$ cat src/rtl/hrp_pkg.sv
package hrp_pkg;
  localparam int HRP_DW    = 8;
  localparam int HRP_AW    = 8;
  localparam int HRP_NREGS = 8;

  localparam int IDX_CTRL  = 0;
  localparam int IDX_IFLAG = 1;
  localparam int IDX_IMASK = 2;
  localparam int IDX_GOUT  = 3;
  localparam int IDX_GDIR  = 4;

  localparam logic [7:0] CTRL_RST = 8'h01;

  function automatic logic [7:0] reg_reset(input int idx);
    return (idx == IDX_CTRL) ? CTRL_RST : 8'h00;
  endfunction
endpackage

$ cat src/rtl/hrp_sync.sv
module hrp_sync #(
  parameter int W = 1,
  parameter int STAGES = 2,
  parameter logic [W-1:0] RST_VAL = '0
) (
  input  logic         clk,
  input  logic         rst_n,
  input  logic [W-1:0] d,
  output logic [W-1:0] q
);
  logic [W-1:0] stg_q [STAGES];
  logic [W-1:0] stg_d [STAGES];

  always_comb begin
    stg_d[0] = d;
    for (int i = 1; i < STAGES; i++) stg_d[i] = stg_q[i-1];
  end

  always_ff @(posedge clk or negedge rst_n) begin
    if (!rst_n) begin
      for (int i = 0; i < STAGES; i++) stg_q[i] <= RST_VAL;
    end else begin
      for (int i = 0; i < STAGES; i++) stg_q[i] <= stg_d[i];
    end
  end

  assign q = stg_q[STAGES-1];
endmodule

$ cat src/rtl/hrp_access.sv
module hrp_access #(
  parameter int DW = 8,
  parameter int AW = 8
) (
  input  logic          clk,
  input  logic          rst_n,
  input  logic          cs_n,
  input  logic          wr_sel,
  input  logic          dsel,
  input  logic [DW-1:0] pad_in,
  input  logic          en,
  output logic [AW-1:0] addr_q,
  output logic          wr_en,
  output logic [DW-1:0] wr_data
);
  localparam int SW = DW + 3;

  logic [SW-1:0] s_q;
  logic          s_cs_n, s_wr, s_dsel;
  logic [DW-1:0] s_bus;

  hrp_sync #(.W(SW), .STAGES(2), .RST_VAL({1'b1, {(SW-1){1'b0}}})) u_sync (
    .clk(clk), .rst_n(rst_n), .d({cs_n, wr_sel, dsel, pad_in}), .q(s_q)
  );

  assign s_cs_n = s_q[SW-1];
  assign s_wr   = s_q[SW-2];
  assign s_dsel = s_q[SW-3];
  assign s_bus  = s_q[DW-1:0];

  logic          cs_d_q, cs_d_d;
  logic          hold_wr_q, hold_wr_d;
  logic          hold_ds_q, hold_ds_d;
  logic [DW-1:0] hold_bus_q, hold_bus_d;
  logic [AW-1:0] addr_d;
  logic          commit, addr_ld;

  always_comb begin
    cs_d_d     = s_cs_n;
    hold_wr_d  = hold_wr_q;
    hold_ds_d  = hold_ds_q;
    hold_bus_d = hold_bus_q;
    if (!s_cs_n) begin
      hold_wr_d  = s_wr;
      hold_ds_d  = s_dsel;
      hold_bus_d = s_bus;
    end
    commit  = s_cs_n && !cs_d_q && hold_wr_q && en;
    addr_ld = commit && !hold_ds_q;
    addr_d  = addr_ld ? hold_bus_q[AW-1:0] : addr_q;
  end

  always_ff @(posedge clk or negedge rst_n) begin
    if (!rst_n) begin
      cs_d_q     <= 1'b1;
      hold_wr_q  <= 1'b0;
      hold_ds_q  <= 1'b0;
      hold_bus_q <= '0;
      addr_q     <= '0;
    end else begin
      cs_d_q     <= cs_d_d;
      hold_wr_q  <= hold_wr_d;
      hold_ds_q  <= hold_ds_d;
      hold_bus_q <= hold_bus_d;
      addr_q     <= addr_d;
    end
  end

  assign wr_en   = commit && hold_ds_q;
  assign wr_data = hold_bus_q;

  // a committed write follows a deselect seen at the pins
  a_r2_after_deselect: assert property (@(posedge clk) disable iff (!rst_n)
    (commit) |-> $past(cs_n, 2));

  // one commit per access
  a_r2_single_commit: assert property (@(posedge clk) disable iff (!rst_n)
    (commit) |=> !commit);

  // the address register moves only at a commit of an address write
  a_r3_addr_steady: assert property (@(posedge clk) disable iff (!rst_n)
    (!commit) |=> $stable(addr_q));
endmodule

$ cat src/rtl/hrp_regfile.sv
module hrp_regfile
  import hrp_pkg::*;
#(
  parameter int DW = 8,
  parameter int AW = 8,
  parameter int NREGS = 8
) (
  input  logic          clk,
  input  logic          rst_n,
  input  logic          wr_en,
  input  logic [AW-1:0] wr_addr,
  input  logic [DW-1:0] wr_data,
  input  logic [AW-1:0] rd_addr,
  output logic [DW-1:0] rd_data,
  output logic          port_en,
  output logic [DW-1:0] irq_flags,
  output logic [DW-1:0] irq_mask,
  output logic [DW-1:0] gpio_out,
  output logic [DW-1:0] gpio_dir
);
  localparam int FW = NREGS * DW;

  logic [FW-1:0] regs_flat;

  for (genvar g = 0; g < NREGS; g++) begin : g_reg
    logic [DW-1:0] q, d;
    logic          hit;
    assign hit = wr_en && (wr_addr == AW'(g));
    always_comb d = hit ? wr_data : q;
    always_ff @(posedge clk or negedge rst_n) begin
      if (!rst_n) q <= DW'(reg_reset(g));
      else        q <= d;
    end
    assign regs_flat[g*DW +: DW] = q;
  end

  always_comb begin
    rd_data = '0;
    for (int i = 0; i < NREGS; i++) begin
      if (rd_addr == AW'(i)) rd_data = regs_flat[i*DW +: DW];
    end
  end

  assign port_en   = regs_flat[IDX_CTRL*DW];
  assign irq_flags = regs_flat[IDX_IFLAG*DW +: DW];
  assign irq_mask  = regs_flat[IDX_IMASK*DW +: DW];
  assign gpio_out  = regs_flat[IDX_GOUT*DW +: DW];
  assign gpio_dir  = regs_flat[IDX_GDIR*DW +: DW];

  // a write beyond the implemented range leaves every register alone
  a_r7_no_wild_write: assert property (@(posedge clk) disable iff (!rst_n)
    (wr_en && (wr_addr >= AW'(NREGS))) |=> $stable(regs_flat));
endmodule

$ cat src/rtl/hrp_pinmux.sv
module hrp_pinmux #(
  parameter int DW = 8,
  parameter int AW = 8
) (
  input  logic          en,
  input  logic          cs_n,
  input  logic          wr_sel,
  input  logic          dsel,
  input  logic [AW-1:0] addr_q,
  input  logic [DW-1:0] rd_data,
  input  logic [DW-1:0] gpio_out,
  input  logic [DW-1:0] gpio_dir,
  output logic [DW-1:0] pad_out,
  output logic [DW-1:0] pad_oe
);
  logic host_rd;

  always_comb begin
    host_rd = !cs_n && !wr_sel;
    if (en) begin
      pad_oe  = {DW{host_rd}};
      pad_out = dsel ? rd_data : DW'(addr_q);
    end else begin
      pad_oe  = gpio_dir;
      pad_out = gpio_out;
    end
  end
endmodule

$ cat src/rtl/hrp_top.sv
module hrp_top
  import hrp_pkg::*;
#(
  parameter int DW = HRP_DW,
  parameter int AW = HRP_AW,
  parameter int NREGS = HRP_NREGS
) (
  input  logic          clk,
  input  logic          rst_n,
  input  logic          cs_n,
  input  logic          wr_sel,
  input  logic          dsel,
  input  logic [DW-1:0] pad_in,
  output logic [DW-1:0] pad_out,
  output logic [DW-1:0] pad_oe,
  output logic          int_req_n
);
  logic          rst_s;
  logic [AW-1:0] addr_q;
  logic          wr_en;
  logic [DW-1:0] wr_data, rd_data;
  logic          port_en;
  logic [DW-1:0] irq_flags, irq_mask, gpio_out, gpio_dir;

  hrp_sync #(.W(1), .STAGES(2), .RST_VAL(1'b0)) u_rst (
    .clk(clk), .rst_n(rst_n), .d(1'b1), .q(rst_s)
  );

  hrp_access #(.DW(DW), .AW(AW)) u_acc (
    .clk(clk), .rst_n(rst_s), .cs_n(cs_n), .wr_sel(wr_sel), .dsel(dsel),
    .pad_in(pad_in), .en(port_en), .addr_q(addr_q), .wr_en(wr_en),
    .wr_data(wr_data)
  );

  hrp_regfile #(.DW(DW), .AW(AW), .NREGS(NREGS)) u_rf (
    .clk(clk), .rst_n(rst_s), .wr_en(wr_en), .wr_addr(addr_q),
    .wr_data(wr_data), .rd_addr(addr_q), .rd_data(rd_data),
    .port_en(port_en), .irq_flags(irq_flags), .irq_mask(irq_mask),
    .gpio_out(gpio_out), .gpio_dir(gpio_dir)
  );

  hrp_pinmux #(.DW(DW), .AW(AW)) u_pin (
    .en(port_en), .cs_n(cs_n), .wr_sel(wr_sel), .dsel(dsel),
    .addr_q(addr_q), .rd_data(rd_data), .gpio_out(gpio_out),
    .gpio_dir(gpio_dir), .pad_out(pad_out), .pad_oe(pad_oe)
  );

  assign int_req_n = ~|(irq_flags & irq_mask);

  // the request line only moves after a register write
  a_r8_irq_quiet: assert property (@(posedge clk) disable iff (!rst_s)
    (!wr_en) |=> $stable(int_req_n));

  // no register write while the port is disabled
  a_r9_locked: assert property (@(posedge clk) disable iff (!rst_s)
    (!port_en) |-> !wr_en);

  // pads float outside a host read while enabled
  a_r5_float: assert property (@(posedge clk) disable iff (!rst_s)
    (port_en && (cs_n || wr_sel)) |-> (pad_oe == '0));
endmodule

$ cat config.mk
export PLATFORM = sky130hd
export DESIGN_NAME = hrp_top
export DESIGN_NICKNAME = d
export VERILOG_FILES = /design/src/rtl/hrp_pkg.sv /design/src/rtl/hrp_sync.sv /design/src/rtl/hrp_access.sv /design/src/rtl/hrp_regfile.sv /design/src/rtl/hrp_pinmux.sv /design/src/rtl/hrp_top.sv
export SDC_FILE = /design/constraint.sdc
export NUM_CORES = 1
export LEC_CHECK = 0
export ABC_AREA = 1
export BUFFER_PORTS_ARGS = -buffer_cell sky130_fd_sc_hd__buf_2
export CAP_MARGIN = 15
export CORE_ASPECT_RATIO = 1.75
export CORE_UTILIZATION = 50
export CTS_CLUSTER_SIZE = 16
export DETAILED_ROUTE_END_ITERATION = 12
export GPL_TIMING_DRIVEN = 0
export PLACE_DENSITY_LB_ADDON = 0.12
export SYNTH_ARGS = -nofsm -noshare
export SYNTH_HDL_FRONTEND = slang
export SYNTH_HIERARCHICAL = 1
export SYNTH_SLANG_ARGS = --single-unit
$ cat constraint.sdc
create_clock -name clk -period 6.7 [get_ports clk]
set_input_delay 1.005 -clock clk [delete_from_list [all_inputs] [get_ports clk]]
set_output_delay 1.005 -clock clk [all_outputs]
set_load 0.02 [all_outputs]
# [Word-level counts from Yosys, hierarchy flattened]
# Index checks and enable logic that the tools add are counted.
# Widths: inputs -> output; s select.
[totals] reg_bits=107 wordCells=57 output_inout_bits=17 in_bits=13
[op_classes] n_bitwise=1 reduce_logical=21 eq_ne=7 n_mux=11
[op_table] cell="$mux 8" n=11
[op_table] cell="$eq 8x3->1 const B" n=4
[op_table] cell="$eq 8x2->1 const B" n=2
[op_table] cell="$logic_and 1x1->1" n=14
[op_table] cell="$and 8x8->8" n=1
[op_table] cell="$eq 8x1->1 const B" n=1
[op_table] cell="$logic_not 8->1" n=1
[op_table] cell="$reduce_or 8->1" n=1
[op_table] cell="$logic_not 1->1" n=5

# [Depth between registers and ports, before layout]
[depth] ltp_word=11 ltp_mapped=14 mapped_depth_nobuf=13

# [By module]
# Netlist, hierarchy kept.
[by_module_without_submodules] mod="hrp_regfile" area_each_um2=3064.2 seq_area_each_um2=1602.8 n_inst=1 cells_per_inst=362
[by_module_without_submodules] mod="hrp_access" area_each_um2=765.7 seq_area_each_um2=476.7 n_inst=1 cells_per_inst=67
[by_module_without_submodules] mod="hrp_sync at u_acc.u_sync" area_each_um2=553.0 seq_area_each_um2=553.0 n_inst=1 cells_per_inst=22
[by_module_without_submodules] mod="hrp_pinmux" area_each_um2=349.1 seq_area_each_um2=0.0 n_inst=1 cells_per_inst=79
[by_module_without_submodules] mod="hrp_top" area_each_um2=75.1 seq_area_each_um2=0.0 n_inst=1 cells_per_inst=20
[by_module_without_submodules] mod="hrp_sync at u_rst" area_each_um2=50.0 seq_area_each_um2=50.0 n_inst=1 cells_per_inst=2

# [Least setup slack after synthesis]
# Ideal clock, no wire load.
[synth_path] path_kind="register to output" start="register u_acc.addr_q[0]" end="output pad_out[2]" stages_incl_launch_ff=14 required_time_ps=5695 slack_ps=4095 t_arrival_ps=1600 n_path_buf=0 cell_sequence="dfrtp_1 -> nor2_1 -> nand2_1 -> nor2_1 -> nand2_1 -> nand2_1 -> nor2_1 -> nand3_1 -> nand2_1 -> nand3_1 -> inv_1 -> nand2_1 -> nand3_1 -> nand2_1"
[synth_between] elab_chain_cells=11 word_cells_on_any_way=18 cone_classes="eq/ne (7); mux (10); reduce/logical (1)"
[synth_rtl] element="start: declaration" line_no="hrp_access.sv:12" text="output logic [AW-1:0] addr_q,"
[synth_rtl] element="start signal: assignment" line_no="hrp_access.sv:65" text="addr_q <= addr_d;"
[synth_rtl] element="$logic_not 8->1" line_no="hrp_regfile.sv:40" text="if (rd_addr == AW'(i)) rd_data = regs_flat[i*DW +: DW];"
[synth_rtl] element="$mux 8 (7 in series)" line_no="hrp_regfile.sv:40"
[synth_rtl] element="$mux 8 *" line_no="hrp_regfile.sv:40"
[synth_rtl] element="named net rd_data[2]" line_no="hrp_top.sv:21" text="logic [DW-1:0] wr_data, rd_data;"
[synth_rtl] element="$mux 8 *" line_no="hrp_pinmux.sv:22" text="pad_out = dsel ? rd_data : DW'(addr_q);"
[synth_rtl] element="$mux 8 *" line_no="hrp_pinmux.sv:20" text="if (en) begin"
[synth_rtl] element="end: declaration" line_no="hrp_top.sv:14" text="output logic [DW-1:0] pad_out,"
# Mark *: on every way through the listed nets, which the timed path passes. The rest lies on a longest branch.

# [Worst setup path after layout]
[layout_path] start="register u_acc.addr_q[0]" end="output pad_out[0]"
# Same word-level chain as after synthesis.

==> metrics.yaml <==
run_status:
  run_status: "complete, no violations"
cts:
  clock_tree_from_tritoncts: "done"
  cts_resized: 0
  clock_tree.htree_level_count: 3
  cts_hold_buffers: 0
  postCtsSetupBuffers: 0
  number_of_clock_sinks: 107
  clockRootBuffer: "clkbuf_16"
  total_clock_buffers_created_by_cts: 9
  worst_skew_pair.late_latency_ns: 0.35
  max-clock-path-buffers: 2
  cts.reportedPaths.clkPinSlew_ns: 0.08
detailed_routing:
  via_per_inst: 5.27
  iteration_count_of_the_initial_detailed_routing_pass: 4
  via_count: 3792
  drt-wirelength-per-cell_um: 16.5
  antenna_left: 0
  drt_first_iter_violations: 184
  drcViolationCount: 0
  total_wire_length_after_detailed_routing_um: 11900
global_route:
  globalRoute.totalOverflow: 0
  grt_start_max_net_pins: 62
  grt_pass1_wl_um: 19100
  grt.total_usage_pct: 25.3
  grt_antenna_before_repair: 0
  first_global_vias: 3702
yosys:
  synthesis.area_um2: 4860
  synth_nets: 565
  synthDistinctLibCells: 34
  synth_seq_cells: 107
  synth_area_per_cell_um2: 8.80
  syn-instance-count: 552
  synth.yosys.warnings: 6
  synth_seq_area_share_pct: 55.2
layout:
  area_growth_syn_to_layout_pct: 13.2
  fraction_of_final_layout_cells_sized_beyond_drive_strength_1_pct: 19.4
  post-route-util_pct: 58.1
  num-nets-final: 606
  num_antenna_cells: 0
  finalNonFillerCells: 720
die:
  floorplan.rows: 47
  num_io_pins: 30
  die-area_um2: 10100
  chip_height_um: 132
  floorplan.core_area_um2: 9470
  start_util_pct: 51.3
  die_span_in_x_um: 76.5
critical_path:
  crit-reg2reg-capture: "u_rf/g_reg[7].q[5]$_DFFE_PN0P_"
  r2r-start: "u_rf/g_reg[0].q[0]$_DFFE_PN1P_"
  timing.critical_path.from_type: "flip-flop"
  timing_worst_setup_path_type: "reg2out"
  timing.critical_path.to_type: "output port"
  arrival_time_at_the_worst_endpoint_ns: 2.66
  worst_ep_required_time_ns: 5.69
  cp_max_fo: 12
  r2r_slack_ns: 4.26
  r2r_cells: 8
sta:
  grt_setup_unrepaired: "false"
  final.period_utilization_pct: 54.8
  final_worst_setup_slack_ns: 3.03
  max_freq_ghz: 0.273
  finalMaxSlewViolations: 0
  finalHoldViolCount: 0
  setup_violations: 0
  tightest_slew_margin_relative_to_the_limit_pct: 38.1
  worst_clock_skew_ns: 0.00911
  finalCriticalPeriod_ns: 3.67
  finalSetupTns_ns: 0
  worstMarginPinSlew_ns: 0.922
power:
  power.switching_w: 0.000319
  internal_power_w: 0.000944
  power_per_cell_area_nw_per_um2: 230
  power.switching_fraction_pct: 25.3
  share_seq_of_total_power_pct: 53.1
  leakage_nw: 2.67
  worst_ir_drop_vdd_mv: 0.173
  comb_power_share_pct: 4.0
  clockPowerShare_pct: 42.9
place:
  numPortBuffers: 29
  placedCellCount: 704
  routabilityCongestion: 0.896
  post-dp-hpwl_um: 8600
  dpl_worst_slack_ns: 3.45
flow_run:
  drv.max_cap_violation_count: 0
hold_path:
  holdCritPathClass: "reg2async"
==> routing by layer <==
| layer | share of wire (%) | wire length, um | up-vias | global-route usage (%) |
|---|---|---|---|---|
| met1 | 41 | 4940 | 1828 | 30.0 |
| met4 | 5.3 | 627 | 0 | 17.1 |
| met5 | 0 | 0 | - | 0 |
| li1 | - | - | 1855 | - |
| met2 | 50 | 6000 | 82 | 42.6 |
| met3 | 3.0 | 352 | 27 | 3.11 |
==> worst max-delay path, cell delays in order (launching register included) <==
cell and delay (ns):
dfrtp_1 0.61, nand2_1 0.18, nor3_1 0.77, nand2_1 0.12
nand4_1 0.13, inv_1 0.05, nand2_1 0.10, nand3_1 0.11
nand2_1 0.07, buf_2 0.16
==> cells by family after synthesis <==
logic type      share of synthesized area [%]
other cells                            0.0772
mux                                      1.85
simple gates                             27.4
buf+inv                                  6.65
flops                                    55.2
compound gates                           8.81
==> final cells by class <==
cell class / count / area [um2]
Buffer: 17 / 141
Clock buffer: 9 / 225
Clock inverter: 7 / 86.3
Fill cell: 890 / 3970
Inverter: 47 / 181
Multi-Input combinational cell: 381 / 1850
Sequential cell: 107 / 2690
Tap cell: 122 / 153
Timing Repair Buffer: 30 / 173
==> worst max-delay path by stage <==
stage / start / endpoint / slack, ns / cells after the start
detailed placement: u_acc/addr_q[0]$_DFFE_PN0P_ / pad_out[3] / 3.45 / 9
CTS: u_acc/addr_q[0]$_DFFE_PN0P_ / pad_out[3] / 3.06 / 9
global route: u_acc/addr_q[0]$_DFFE_PN0P_ / pad_out[3] / 2.87 / 9
global placement: u_rst/q$_DFF_PN0_ / u_rf/gpio_dir[0]$_DFFE_PN0P_ / 2.44 / 0
finish: u_acc/addr_q[0]$_DFFE_PN0P_ / pad_out[0] / 3.03 / 9
floorplan: u_rst/q$_DFF_PN0_ / u_acc/addr_q[0]$_DFFE_PN0P_ / 3.51 / 0
==> power groups by stage <==
stage	sequential, W	clock (W)	combinational, W
final	0.000671	0.000541	0.0000506
after global routing	0.000674	0.000574	0.0000550
after CTS	0.000671	0.000554	0.0000516
after detailed placement	0.000684	0	0.0000514
after global placement	0.000690	0	0.0000416
after floorplan	0.000686	0	0.0000234
==> registers in the layout (all words and copies together), names as in the netlist, 8 cells and up <==
| signal | cells |
|---|---|
| u_rf/g.q | 32 |
| u_acc/u_sync/q | 11 |
| u_acc/u_sync/stg_d | 11 |
| u_acc/addr_q | 8 |
| u_acc/wr_data | 8 |
| u_rf/gpio_dir | 8 |
| u_rf/gpio_out | 8 |
| u_rf/irq_flags | 8 |
| u_rf/irq_mask | 8 |
==> cells in the final DEF (no fill, tap or decap), types with 2 or more instances in the layout <==
cell       instances
inv_1             44
mux2_2             8
clkbuf_16          9
o21bai_1           4
nand3_2            2
inv_2              2
nand3_1           45
nand2_2           12
o21ai_0           17
nand4_1           10
dfrtp_1          102
o21ai_1           32
nand2_1          188
o21ai_2           16
dfstp_2            4
buf_2             37
nor2_2             2
nor3_1             4
nor2_4             2
nor2_1            30
buf_6              5
inv_8              4
==> cells in the mapped netlist <==
cell | instances | area share, %
o21ai_1 | 32 | 3.3
dfstp_2 | 4 | 2.2
clkbuf_1 | 1 | 0.077
nor3_1 | 4 | 0.41
nand2_1 | 188 | 15
inv_6 | 1 | 0.18
nand3_1 | 45 | 4.6
nor2_1 | 30 | 2.3
nor4_2 | 1 | 0.26
inv_2 | 2 | 0.15
mux2_2 | 8 | 1.9
nor2_4 | 2 | 0.46
or2_4 | 1 | 0.18
or3_1 | 1 | 0.13
o21ai_0 | 17 | 1.8
nand4_1 | 10 | 1.3
buf_12 | 1 | 0.41
a21oi_1 | 1 | 0.10
nor4_4 | 1 | 0.44
nand3_4 | 1 | 0.36
nand3_2 | 2 | 0.41
o21ai_2 | 16 | 2.9
buf_2 | 8 | 0.82
inv_1 | 44 | 3.4
clkbuf_8 | 1 | 0.28
o21bai_1 | 4 | 0.62
nand2_2 | 12 | 1.5
buf_6 | 5 | 1.2
nand3b_1 | 1 | 0.15
dfrtp_1 | 103 | 53
nor2_2 | 2 | 0.26
buf_4 | 1 | 0.15
o211ai_1 | 1 | 0.15
conb_1 | 1 | 0.077
==> through the flow <==
stage / power [W] / instance area [um2] / hold slack [ns]
5_1_grt: 0.00130 / 5500 / 0.354
4_1_cts: 0.00128 / 5500 / 0.352
3_5_place_dp: 0.000736 / 5190 / 0.335
6_report: 0.00126 / 5500 / 0.347
3_3_place_gp: 0.000731 / 5150 / 0.332
2_1_floorplan: 0.000709 / 4860 / 0.331
Note: power is estimated with default switching activity, not from simulation.
